--- src/rtl/lcdTimingPkg.sv ---
package lcdTimingPkg;

  // Bit positions of the timing word; neighbouring software decodes these.
  localparam int HSW_LSB = 8;
  localparam int HSW_MSB = 15;
  localparam int PPL_LSB = 2;
  localparam int PPL_MSB = 7;
  localparam int HSW_W   = HSW_MSB - HSW_LSB + 1;
  localparam int PPL_W   = PPL_MSB - PPL_LSB + 1;

  typedef enum logic [2:0] {
    PH_IDLE   = 3'd0,
    PH_SYNC   = 3'd1,
    PH_BACK   = 3'd2,
    PH_ACTIVE = 3'd3,
    PH_FRONT  = 3'd4
  } linePhase_e;

  // Strobes from the sequencer to the counter datapath
  typedef struct packed {
    logic loadShadow;
    logic clrCnt;
    logic incCnt;
  } lineStrobe_t;

endpackage

--- src/rtl/lcdTimingReg.sv ---
module lcdTimingReg
  import lcdTimingPkg::*;
#(
  parameter int DATA_W = 32
) (
  input  logic              clk,
  input  logic              rstN,
  input  logic              wrEn,
  input  logic [DATA_W-1:0] wrData,
  output logic [HSW_W-1:0]  hswQ,
  output logic [PPL_W-1:0]  pplQ,
  output logic [DATA_W-1:0] rdData
);

  always_ff @(posedge clk or negedge rstN) begin
    if (!rstN) begin
      hswQ <= '0;
      pplQ <= '0;
    end else if (wrEn) begin
      hswQ <= wrData[HSW_MSB:HSW_LSB];
      pplQ <= wrData[PPL_MSB:PPL_LSB];
    end
  end

  always_comb begin
    rdData = '0;
    rdData[HSW_MSB:HSW_LSB] = hswQ;
    rdData[PPL_MSB:PPL_LSB] = pplQ;
  end

endmodule

--- src/rtl/lcdClkDiv.sv ---
module lcdClkDiv #(
  parameter int PCD_W = 5
) (
  input  logic             clk,
  input  logic             rstN,
  input  logic             run,
  input  logic [PCD_W-1:0] divField,
  output logic             tick,
  output logic             panelClk
);

  localparam int DC_W = PCD_W + 1;

  logic [DC_W-1:0] divCnt;
  logic [DC_W-1:0] divTotal;
  logic [DC_W-1:0] divLast;
  logic [DC_W-1:0] divHalf;

  assign divTotal = DC_W'(divField) + DC_W'(2);
  assign divLast  = DC_W'(divField) + DC_W'(1);
  assign divHalf  = divTotal >> 1;

  assign tick     = run && (divCnt == divLast);
  assign panelClk = run && (divCnt >= divHalf);

  always_ff @(posedge clk or negedge rstN) begin
    if (!rstN)          divCnt <= '0;
    else if (!run)      divCnt <= '0;
    else if (tick)      divCnt <= '0;
    else                divCnt <= divCnt + DC_W'(1);
  end

endmodule

--- src/rtl/lcdLineDatapath.sv ---
module lcdLineDatapath
  import lcdTimingPkg::*;
#(
  parameter int PORCH_W = 8,
  parameter int PCD_W   = 5,
  parameter int MIN_HSW = 2,
  parameter int MIN_HBP = 2
) (
  input  logic               clk,
  input  logic               rstN,
  input  lineStrobe_t        strobe,
  input  linePhase_e         phase,
  input  logic [HSW_W-1:0]   hswReg,
  input  logic [PPL_W-1:0]   pplReg,
  input  logic [PORCH_W-1:0] hbpIn,
  input  logic [PORCH_W-1:0] hfpIn,
  input  logic [PCD_W-1:0]   pcdIn,
  input  logic               passiveIn,
  output logic [PCD_W-1:0]   pcdShadow,
  output logic               cntLast
);

  localparam int ACT_W = PPL_W + 4;
  localparam int WIDE1 = (ACT_W > HSW_W) ? ACT_W : HSW_W;
  localparam int CNT_W = (WIDE1 > PORCH_W) ? WIDE1 : PORCH_W;

  logic [HSW_W-1:0]   hswShadow;
  logic [PPL_W-1:0]   pplShadow;
  logic [PORCH_W-1:0] hbpShadow;
  logic [PORCH_W-1:0] hfpShadow;
  logic [HSW_W-1:0]   hswEff;
  logic [PORCH_W-1:0] hbpEff;
  logic [CNT_W-1:0]   phaseCnt;
  logic [CNT_W-1:0]   phaseLastCnt;

  // Passive panels need a minimum sync and back porch; clamp on capture.
  always_comb begin
    hswEff = hswReg;
    hbpEff = hbpIn;
    if (passiveIn && (hswReg < HSW_W'(MIN_HSW)))  hswEff = HSW_W'(MIN_HSW);
    if (passiveIn && (hbpIn < PORCH_W'(MIN_HBP))) hbpEff = PORCH_W'(MIN_HBP);
  end

  always_ff @(posedge clk or negedge rstN) begin
    if (!rstN) begin
      hswShadow <= '0;
      pplShadow <= '0;
      hbpShadow <= '0;
      hfpShadow <= '0;
      pcdShadow <= '0;
    end else if (strobe.loadShadow) begin
      hswShadow <= hswEff;
      pplShadow <= pplReg;
      hbpShadow <= hbpEff;
      hfpShadow <= hfpIn;
      pcdShadow <= pcdIn;
    end
  end

  always_comb begin
    unique case (phase)
      PH_SYNC:   phaseLastCnt = CNT_W'(hswShadow);
      PH_BACK:   phaseLastCnt = CNT_W'(hbpShadow);
      PH_ACTIVE: phaseLastCnt = CNT_W'({pplShadow, 4'hF});
      PH_FRONT:  phaseLastCnt = CNT_W'(hfpShadow);
      default:   phaseLastCnt = '0;
    endcase
  end

  assign cntLast = (phaseCnt == phaseLastCnt);

  always_ff @(posedge clk or negedge rstN) begin
    if (!rstN)               phaseCnt <= '0;
    else if (strobe.clrCnt)  phaseCnt <= '0;
    else if (strobe.incCnt)  phaseCnt <= phaseCnt + CNT_W'(1);
  end

endmodule

--- src/rtl/lcdLineCtrl.sv ---
module lcdLineCtrl
  import lcdTimingPkg::*;
(
  input  logic        clk,
  input  logic        rstN,
  input  logic        enable,
  input  logic        tick,
  input  logic        cntLast,
  output lineStrobe_t strobe,
  output linePhase_e  phase,
  output logic        run,
  output logic        lineReq,
  output logic        lineClk,
  output logic        dataEn,
  output logic        pixStrobe
);

  linePhase_e phaseNext;
  logic       reqNext;

  always_comb begin
    phaseNext = phase;
    reqNext   = 1'b0;
    strobe    = '0;
    if (!enable) begin
      phaseNext     = PH_IDLE;
      strobe.clrCnt = 1'b1;
    end else if (phase == PH_IDLE) begin
      phaseNext         = PH_SYNC;
      strobe.clrCnt     = 1'b1;
      strobe.loadShadow = 1'b1;
      reqNext           = 1'b1;
    end else if (tick) begin
      if (cntLast) begin
        strobe.clrCnt = 1'b1;
        unique case (phase)
          PH_SYNC:   phaseNext = PH_BACK;
          PH_BACK:   phaseNext = PH_ACTIVE;
          PH_ACTIVE: phaseNext = PH_FRONT;
          default: begin
            phaseNext         = PH_SYNC;
            strobe.loadShadow = 1'b1;
            reqNext           = 1'b1;
          end
        endcase
      end else begin
        strobe.incCnt = 1'b1;
      end
    end
  end

  always_ff @(posedge clk or negedge rstN) begin
    if (!rstN) begin
      phase   <= PH_IDLE;
      lineReq <= 1'b0;
    end else begin
      phase   <= phaseNext;
      lineReq <= reqNext;
    end
  end

  assign run       = (phase != PH_IDLE);
  assign lineClk   = (phase == PH_SYNC);
  assign dataEn    = (phase == PH_ACTIVE);
  assign pixStrobe = dataEn && tick;

endmodule

--- src/rtl/lcdLineTiming.sv ---
module lcdLineTiming
  import lcdTimingPkg::*;
#(
  parameter int DATA_W  = 32,
  parameter int PORCH_W = 8,
  parameter int PCD_W   = 5,
  parameter int MIN_HSW = 2,
  parameter int MIN_HBP = 2
) (
  input  logic               clk,
  input  logic               rstN,
  input  logic               enable,
  input  logic               passiveMode,
  input  logic               regWrEn,
  input  logic [DATA_W-1:0]  regWrData,
  output logic [DATA_W-1:0]  regRdData,
  input  logic [PORCH_W-1:0] backPorch,
  input  logic [PORCH_W-1:0] frontPorch,
  input  logic [PCD_W-1:0]   clkDivField,
  output logic               panelClk,
  output logic               lineClk,
  output logic               dataEn,
  output logic               pixStrobe,
  output logic               lineReq
);

  logic [HSW_W-1:0] hswQ;
  logic [PPL_W-1:0] pplQ;
  logic [PCD_W-1:0] pcdShadow;
  logic             tick;
  logic             run;
  logic             cntLast;
  lineStrobe_t      strobe;
  linePhase_e       phase;

  lcdTimingReg #(.DATA_W(DATA_W)) u_reg (
    .clk(clk), .rstN(rstN), .wrEn(regWrEn), .wrData(regWrData),
    .hswQ(hswQ), .pplQ(pplQ), .rdData(regRdData)
  );

  lcdClkDiv #(.PCD_W(PCD_W)) u_div (
    .clk(clk), .rstN(rstN), .run(run), .divField(pcdShadow),
    .tick(tick), .panelClk(panelClk)
  );

  lcdLineDatapath #(
    .PORCH_W(PORCH_W), .PCD_W(PCD_W), .MIN_HSW(MIN_HSW), .MIN_HBP(MIN_HBP)
  ) u_dp (
    .clk(clk), .rstN(rstN), .strobe(strobe), .phase(phase),
    .hswReg(hswQ), .pplReg(pplQ), .hbpIn(backPorch), .hfpIn(frontPorch),
    .pcdIn(clkDivField), .passiveIn(passiveMode),
    .pcdShadow(pcdShadow), .cntLast(cntLast)
  );

  lcdLineCtrl u_ctrl (
    .clk(clk), .rstN(rstN), .enable(enable), .tick(tick), .cntLast(cntLast),
    .strobe(strobe), .phase(phase), .run(run), .lineReq(lineReq),
    .lineClk(lineClk), .dataEn(dataEn), .pixStrobe(pixStrobe)
  );

endmodule

--- config.mk ---
export PLATFORM = sky130hd
export DESIGN_NAME = lcdLineTiming
export DESIGN_NICKNAME = d
export VERILOG_FILES = /design/src/rtl/lcdTimingPkg.sv /design/src/rtl/lcdTimingReg.sv /design/src/rtl/lcdClkDiv.sv /design/src/rtl/lcdLineDatapath.sv /design/src/rtl/lcdLineCtrl.sv /design/src/rtl/lcdLineTiming.sv
export SDC_FILE = /design/constraint.sdc
export NUM_CORES = 1
export LEC_CHECK = 0
export CORE_ASPECT_RATIO = 2
export CORE_UTILIZATION = 50
export DETAILED_ROUTE_END_ITERATION = 7
export DONT_BUFFER_PORTS = 1
export SYNTH_ARGS = -nofsm -noshare
export SYNTH_HDL_FRONTEND = slang
export SYNTH_SLANG_ARGS = --single-unit
export TNS_END_PERCENT = 100
--- constraint.sdc ---
create_clock -name clk -period 4.05 [get_ports clk]
set_input_delay 1.0125 -clock clk [delete_from_list [all_inputs] [get_ports clk]]
set_output_delay 1.0125 -clock clk [all_outputs]
set_load 0.02 [all_outputs]
==> impl_metrics.tcl, run 1 <==
set metrics [dict create \
    final.period_utilization_pct 89.7 \
    fillers 660 \
    yosys_warnings 0 \
    rr_worst_depth 9 \
    path_class "register to register" \
    tns_ns 0 \
    drt-pass1-iter-count 4 \
    core_area_um2 7270 \
    status "finished, final reports clean" \
    synth_flop_cell "dfrtp_1" \
    avgSynthCellArea_um2 10.8 \
    tightest_slew_ns 0.736 \
    grt_pass1_vias 2570 \
    cts.sinks 69 \
    drt_iter0_drc 72 \
    hold_class "input port to asynchronous set/reset pin" \
    dieArea_um2 7900 \
    clk_latency_ns 0.33 \
    fin_skew_ns 0.00729 \
    cp-start-kind "register" \
    crit_arrival_ns 3.84 \
    final_layout_size_suffix_gt1_share_pct 14.3 \
    root_buffer "clkbuf_16" \
    multi_input_area_um2 1840 \
    final_common_cell "dfrtp_1" \
    dp.final_hpwl_um 5560 \
    cp_max_fo 23 \
    syn_area_um2 3760 \
    p_int_mw 1.46 \
    vias 2528 \
    rows 44 \
    seq_area_frac_synth_pct 45.9 \
    routed_via_density 5.64 \
    grt_remaining_overflow 0 \
    port_buffers 0 \
    cts.repair.resized 0 \
    mostFrequentLayoutCells "dfrtp_1, mux2_1, nand2_1, mux2_2, conb_1" \
    cts_tree "yes" \
    area_growth_syn_to_layout_pct 8.98 \
    finalNetCount 418 \
    antenna_found_initial 0 \
    synth_edf_count 0 \
    worst_ep_required_time_ns 4.26 \
    regToRegStartpoint "u_ctrl.phase[0]$_DFFE_PN0P_" \
    total_power_mw 1.98 \
    grt_max_degree 70 \
    async_flop_share_pct 100 \
    hold_violations 0 \
    swShare_pct 26.4 \
    clkPwrFrac_pct 40.6 \
    max-cap-violations 0 \
    post_drt_wl_per_cell_um 16.8 \
    drc_errors 0 \
    clock_path_buffers 2 \
    path_clk_slew_ns 0.05 \
    vdd_drop_max_uv 489 \
    cts-htree-levels 3 \
    r2r_setup_slack_ns 0.42 \
    period_needed_ns 3.63 \
    r2r-end "u_dp.pplShadow[0]$_DFFE_PN0P_" \
    p_comb_share_pct 15.2 \
    maxSlewViolCount 0 \
    seq_area_um2 1730 \
    grt_pass1_wl_um 12700 \
    setup_viol 0 \
    max_freq_mhz 275 \
    grt_usage_pct 20.7 \
    start_util_pct 51.8 \
    synth_seq_cells 69 \
    wirelength_um 7510 \
    postCtsSetupRepairBufs 0 \
    io_pins 95 \
    power_density_nw_per_um2 484 \
    die-height_um 125 \
    end_kind "register" \
    cts_buffers 9 \
    p_leak_nw 1.73 \
    p_seq_share_pct 44.2 \
    diodes 0 \
    switchingPower_uw 524 \
    place_congestion 0.916 \
    slew-limit-headroom_pct 50.6 \
    grt_setup_unrepaired "no" \
    die_w_um 63.4 \
    ys_types 51 \
    ctsHoldBuffers 0 \
    ant_nets 0 \
    syn_inst 349 \
]
-- Yosys cell counts (2+ instances only) --
cell	n	area, um^2
nor3_1	11	55.1
ha_1	9	113
inv_1	9	33.8
and3b_1	5	43.8
or2_0	2	12.5
buf_2	3	15.0
dfrtp_1	69	1730
a211oi_1	3	22.5
nor4bb_1	3	30.0
a21oi_1	14	70.1
or2_2	2	12.5
nand2_1	23	86.3
and2_1	2	12.5
nor2_1	15	56.3
mux2_2	22	248
xnor2_1	13	114
mux2_1	26	293
and3_1	3	18.8
buf_4	18	135
nand4b_1	3	26.3
mux2i_1	3	30.0
buf_6	3	33.8
xor2_1	9	78.8
a221oi_1	5	43.8
nor3b_1	3	22.5
nor4_1	3	18.8
or4_1	3	22.5
a31oi_1	2	12.5
clkbuf_1	11	41.3
o21ai_0	10	50.1
nand3b_1	2	15.0
nor2b_1	5	31.3
nand2b_1	3	18.8
nand3_1	15	75.1
-- layer usage --
| layer | vias to the layer above | track usage, % | part of all wire [%] |
|---|---|---|---|
| met1 | 1251 | 22.6 | 39 |
| met5 | - | 0 | 0 |
| met2 | 61 | 36.7 | 55 |
| li1 | 1203 | - | - |
| met3 | 13 | 5.77 | 3.8 |
| met4 | 0 | 8.42 | 2.4 |
-- metrics by stage --
stage / cells / area, um^2 / hold slack (ns) / util, % / setup slack, ns
detailed placement: 432 / 3790 / 0.472 / 52.1 / 0.420
global placement: 432 / 3790 / 0.462 / 52.1 / 0.433
floorplan: 366 / 3830 / 0.448 / - / 0.635
CTS: 448 / 4100 / 0.368 / 56.4 / 0.388
finish: 448 / 4100 / 0.378 / 56.4 / 0.416
global route: 448 / 4100 / 0.364 / 56.4 / 0.222
-- final cells by class --
type / count / area share [%]
flip-flops and latches: 69 / 42.1
multi-input cells: 252 / 44.8
clock inverters: 3 / 1.04
well taps: 92 / 2.81
clock buffers: 13 / 6.59
repair buffers: 10 / 1.83
inverters: 9 / 0.824
-- worst max path at each step --
stage                                      startpoint                            end  slack (ns)  depth (start not counted)
after floorplan           u_ctrl.phase[1]$_DFFE_PN0P_  u_dp.hbpShadow[7]$_DFFE_PN0P_        0.63                          9
after global placement    u_ctrl.phase[0]$_DFFE_PN0P_  u_dp.pplShadow[0]$_DFFE_PN0P_        0.43                          9
after detailed placement  u_ctrl.phase[0]$_DFFE_PN0P_  u_dp.pplShadow[0]$_DFFE_PN0P_        0.42                          9
after CTS                 u_ctrl.phase[0]$_DFFE_PN0P_  u_dp.pplShadow[0]$_DFFE_PN0P_        0.39                          9
after global routing      u_ctrl.phase[0]$_DFFE_PN0P_  u_dp.hfpShadow[5]$_DFFE_PN0P_        0.22                          9
final                     u_ctrl.phase[0]$_DFFE_PN0P_  u_dp.pplShadow[0]$_DFFE_PN0P_        0.42                          9
-- cell families after synthesis --
| family | after synthesis | share of synthesized area (%) |
|---|---|---|
| and+or+nand+nor | 107 | 15.7 |
| DFF | 69 | 45.9 |
| muxes | 51 | 15.2 |
| AOI/OAI and AO/OA | 45 | 8.08 |
| buffers and inverters | 45 | 6.98 |
| xor gates and xnor gates | 22 | 5.12 |
| adders and majority gates | 9 | 2.99 |
| other | 1 | 0.0996 |
-- sequential cells by signal, indices dropped and copies added (netlist names), 6 cells and up --
name and cells:
u_div.divCnt 6, u_dp.hbpShadow 8, u_dp.hfpShadow 8, u_dp.hswShadow 8, u_dp.phaseCnt 10, u_dp.pplShadow 6
u_reg.hswQ 8, u_reg.pplQ 6
-- power by group through the flow --
stage	Clock [mW]	Combinational [mW]	Sequential, mW
finish	0.806	0.301	0.877
CTS	0.822	0.305	0.880
detailed placement	0	0.304	0.892
global placement	0	0.296	0.889
floorplan	0	0.281	0.858
global route	0.856	0.333	0.894
-- critical path: stages, from the launching register on --
cell and delay (ns):
dfrtp_1 0.53, buf_4 0.23, and3b_1 0.36, and3_1 0.19, o21ai_0 0.11, or4_1 0.54
or4_1 0.59, o31ai_4 0.23, buf_4 0.34, mux2_2 0.37
No activity file was read; power rests on OpenSTA's default activity.
==> run 2, diff against run 1 <==
--- a/config.mk
+++ b/config.mk
@@ -5,10 +5,12 @@
 export SDC_FILE = /design/constraint.sdc
 export NUM_CORES = 1
 export LEC_CHECK = 0
+export ABC_AREA = 1
 export CORE_ASPECT_RATIO = 2
 export CORE_UTILIZATION = 50
 export DETAILED_ROUTE_END_ITERATION = 7
 export DONT_BUFFER_PORTS = 1
+export SKIP_LAST_GASP = 1
 export SYNTH_ARGS = -nofsm -noshare
 export SYNTH_HDL_FRONTEND = slang
 export SYNTH_SLANG_ARGS = --single-unit
==> constraint.sdc (replaced) <==
create_clock -name clk -period 4.4 [get_ports clk]
set_input_delay 1.1 -clock clk [delete_from_list [all_inputs] [get_ports clk]]
set_output_delay 1.1 -clock clk [all_outputs]
set_load 0.02 [all_outputs]
==> run 2 against run 1 <==
Compared with the run above:
- worst setup slack better by 0.64 ns
- wire length is 18% higher
- first-iteration DRC count is 43% higher
- global-route usage is 3.0 points higher
- critical endpoint is now pixStrobe
- highest routed layer unchanged
==> impl_metrics.tcl, run 2 <==
set metrics [dict create \
    status "finished, final reports clean" \
    synth_edf_count 0 \
    drt-pass1-iter-count 4 \
    syn_area_um2 3960 \
    cp_slowest_stage_delay_ns 0.58 \
    clk_latency_ns 0.33 \
    post_drt_wl_per_cell_um 14.8 \
    postCtsSetupRepairBufs 0 \
    final.period_utilization_pct 76.1 \
    switchingPower_mw 1.05 \
    hold_class "input port to asynchronous set/reset pin" \
    grt_pass1_wl_um 14700 \
    setup_viol 0 \
    p_seq_share_pct 40.6 \
    path_delay_family "simple AND/OR/NAND/NOR gates" \
    ant_nets 0 \
    yosysTopAreaCell "dfrtp_1" \
    async_flop_share_pct 100 \
    path_class "register to output pin" \
    synth_seq_cells 69 \
    cts.repair.resized 0 \
    grt_setup_unrepaired "no" \
    max-cap-violations 0 \
    tightest_slew_ns 0.703 \
    die-height_um 128 \
    regMostFlops "u_dp.phaseCnt" \
    cp-start-kind "register" \
    io_pins 95 \
    routed_via_density 5.28 \
    cts-htree-levels 3 \
    worst_ep_required_time_ns 3.30 \
    path_buf_inv 1 \
    synthTopCellsByArea "dfrtp_1, nand2_1, nand3_1" \
    p_int_mw 1.52 \
    ctsHoldBuffers 0 \
    synth_flop_cell "dfrtp_1" \
    maxSlewViolCount 0 \
    largest_reg_flops 10 \
    start_util_pct 52.1 \
    cts.sinks 69 \
    seq_area_frac_synth_pct 43.6 \
    synth_common_cells "nand2_1, dfrtp_1, nand3_1, inv_1, nor2_1" \
    grt_remaining_overflow 0 \
    swShare_pct 40.9 \
    hold_violations 0 \
    diodes 0 \
    synth_top_area_share_pct 43.6 \
    post-synth-top-count-cell "nand2_1" \
    clock_path_buffers 2 \
    power_density_nw_per_um2 619 \
    tns_ns 0 \
    period_needed_ns 3.35 \
    cts_buffers 9 \
    ys_types 34 \
    max_freq_mhz 299 \
    slew-limit-headroom_pct 52.8 \
    area_growth_syn_to_layout_pct 5.09 \
    p_leak_nw 2.15 \
    path_clk_slew_ns 0.05 \
    cp_max_fo 5 \
    avgSynthCellArea_um2 7.84 \
    finalNetCount 566 \
    finish.utilization_pct 54.7 \
    vdd_drop_max_uv 362 \
    place_congestion 0.873 \
    grt_max_degree 70 \
    grt_usage_pct 23.8 \
    rows 45 \
    mostFrequentLayoutCells "nand2_1, dfrtp_1, nand3_1, inv_1, nor2_1" \
    port_buffers 0 \
    clkPwrFrac_pct 24.6 \
    crit_arrival_ns 2.25 \
    final_common_cell "nand2_1" \
    drt_iter0_drc 103 \
    cp_slowest_cell "nor3_1" \
    drc_errors 0 \
    root_buffer "clkbuf_16" \
    p_comb_share_pct 34.7 \
    dp.final_hpwl_um 6760 \
    dieArea_um2 8300 \
    yosys_warnings 0 \
    syn_inst 505 \
    cp_common_cell "nand2_1" \
    fin_skew_ns 0.00465 \
    cts_tree "yes" \
    grt_pass1_vias 3142 \
    wirelength_um 8840 \
    vias 3159 \
    worstPathCellList "ha_1 > inv_1 > nand2_1 > nand2_1 > nor2_1 > nand3_1 > nor2_1 > nand2_1 > nor3_1" \
    core_area_um2 7600 \
    antenna_found_initial 0 \
    end_kind "output pin" \
    die_w_um 64.9 \
    final_layout_size_suffix_gt1_share_pct 8.53 \
]
-- run 2: final cells by class --
type,instances,area (um^2)
fill,756,3440
sequential,69,1730
clock inverter,4,25.0
inverter,44,165
clock buffer,12,236
tap,94,118
timing repair buffer,2,15.0
multi-input combinational,373,1870
-- run 2: kinds of logic (layout without fill, tap and decap cells) --
| kind of cell | Yosys count | in the layout | synth area share, % |
|---|---|---|---|
| compound gates | 24 | 24 | 3.32 |
| xor+xnor | 9 | 9 | 1.99 |
| fa+ha+maj | 9 | 9 | 2.84 |
| buf+inv | 80 | 62 | 10.7 |
| flops | 69 | 69 | 43.6 |
| mux | 12 | 12 | 3.41 |
| other cells | 1 | 18 | 0.0947 |
| simple gates | 301 | 301 | 34.0 |
-- run 2: power groups by stage --
stage               combinational [mW]  sequential, mW  clock (mW)
floorplan                        0.839           0.958           0
global placement                 0.883            1.05           0
detailed placement               0.908            1.06           0
CTS                              0.914            1.05       0.648
global route                      1.04            1.08       0.674
finish                           0.894            1.05       0.634
-- run 2: stage by stage --
stage                     hold WS [ns]  instance area [um^2]  total power [mW]  cells  worst slack, ns
after floorplan                  0.437                  4020              1.80    522             1.66
after global placement           0.451                  3900              1.93    582             1.30
after detailed placement         0.455                  3900              1.96    582             1.23
after CTS                        0.453                  4160              2.61    598            0.984
after global routing             0.449                  4160              2.79    598            0.825
final                            0.463                  4160              2.57    598             1.05
-- run 2: final timing paths --
path	from	endpoint	slack (ns)	depth (start not counted)
max	u_dp.pcdShadow[0]$_DFFE_PN0P_	pixStrobe	1.05	9
min	rstN	u_dp.pcdShadow[3]$_DFFE_PN0P_	0.46	0
max reg2reg	u_ctrl.phase[2]$_DFFE_PN0P_	u_dp.hswShadow[0]$_DFFE_PN0P_	1.25	13
min reg2reg	u_dp.hswShadow[1]$_DFFE_PN0P_	u_dp.hswShadow[1]$_DFFE_PN0P_	0.47	2
max in group asynchronous	rstN	u_reg.hswQ[2]$_DFFE_PN0P_	3.79	0
min in group clk	u_dp.hswShadow[1]$_DFFE_PN0P_	u_dp.hswShadow[1]$_DFFE_PN0P_	0.47	2
-- run 2: per-layer routing --
layer | up-vias | part of all wire, % | wire length, um | GRT usage [%]
met3 | 22 | 3.6 | 316 | 5.25
met5 | - | 0 | 0 | 0
met4 | 0 | 3.6 | 316 | 12.9
met2 | 73 | 57 | 5020 | 43.8
met1 | 1482 | 36 | 3180 | 23.8
li1 | 1582 | - | - | -
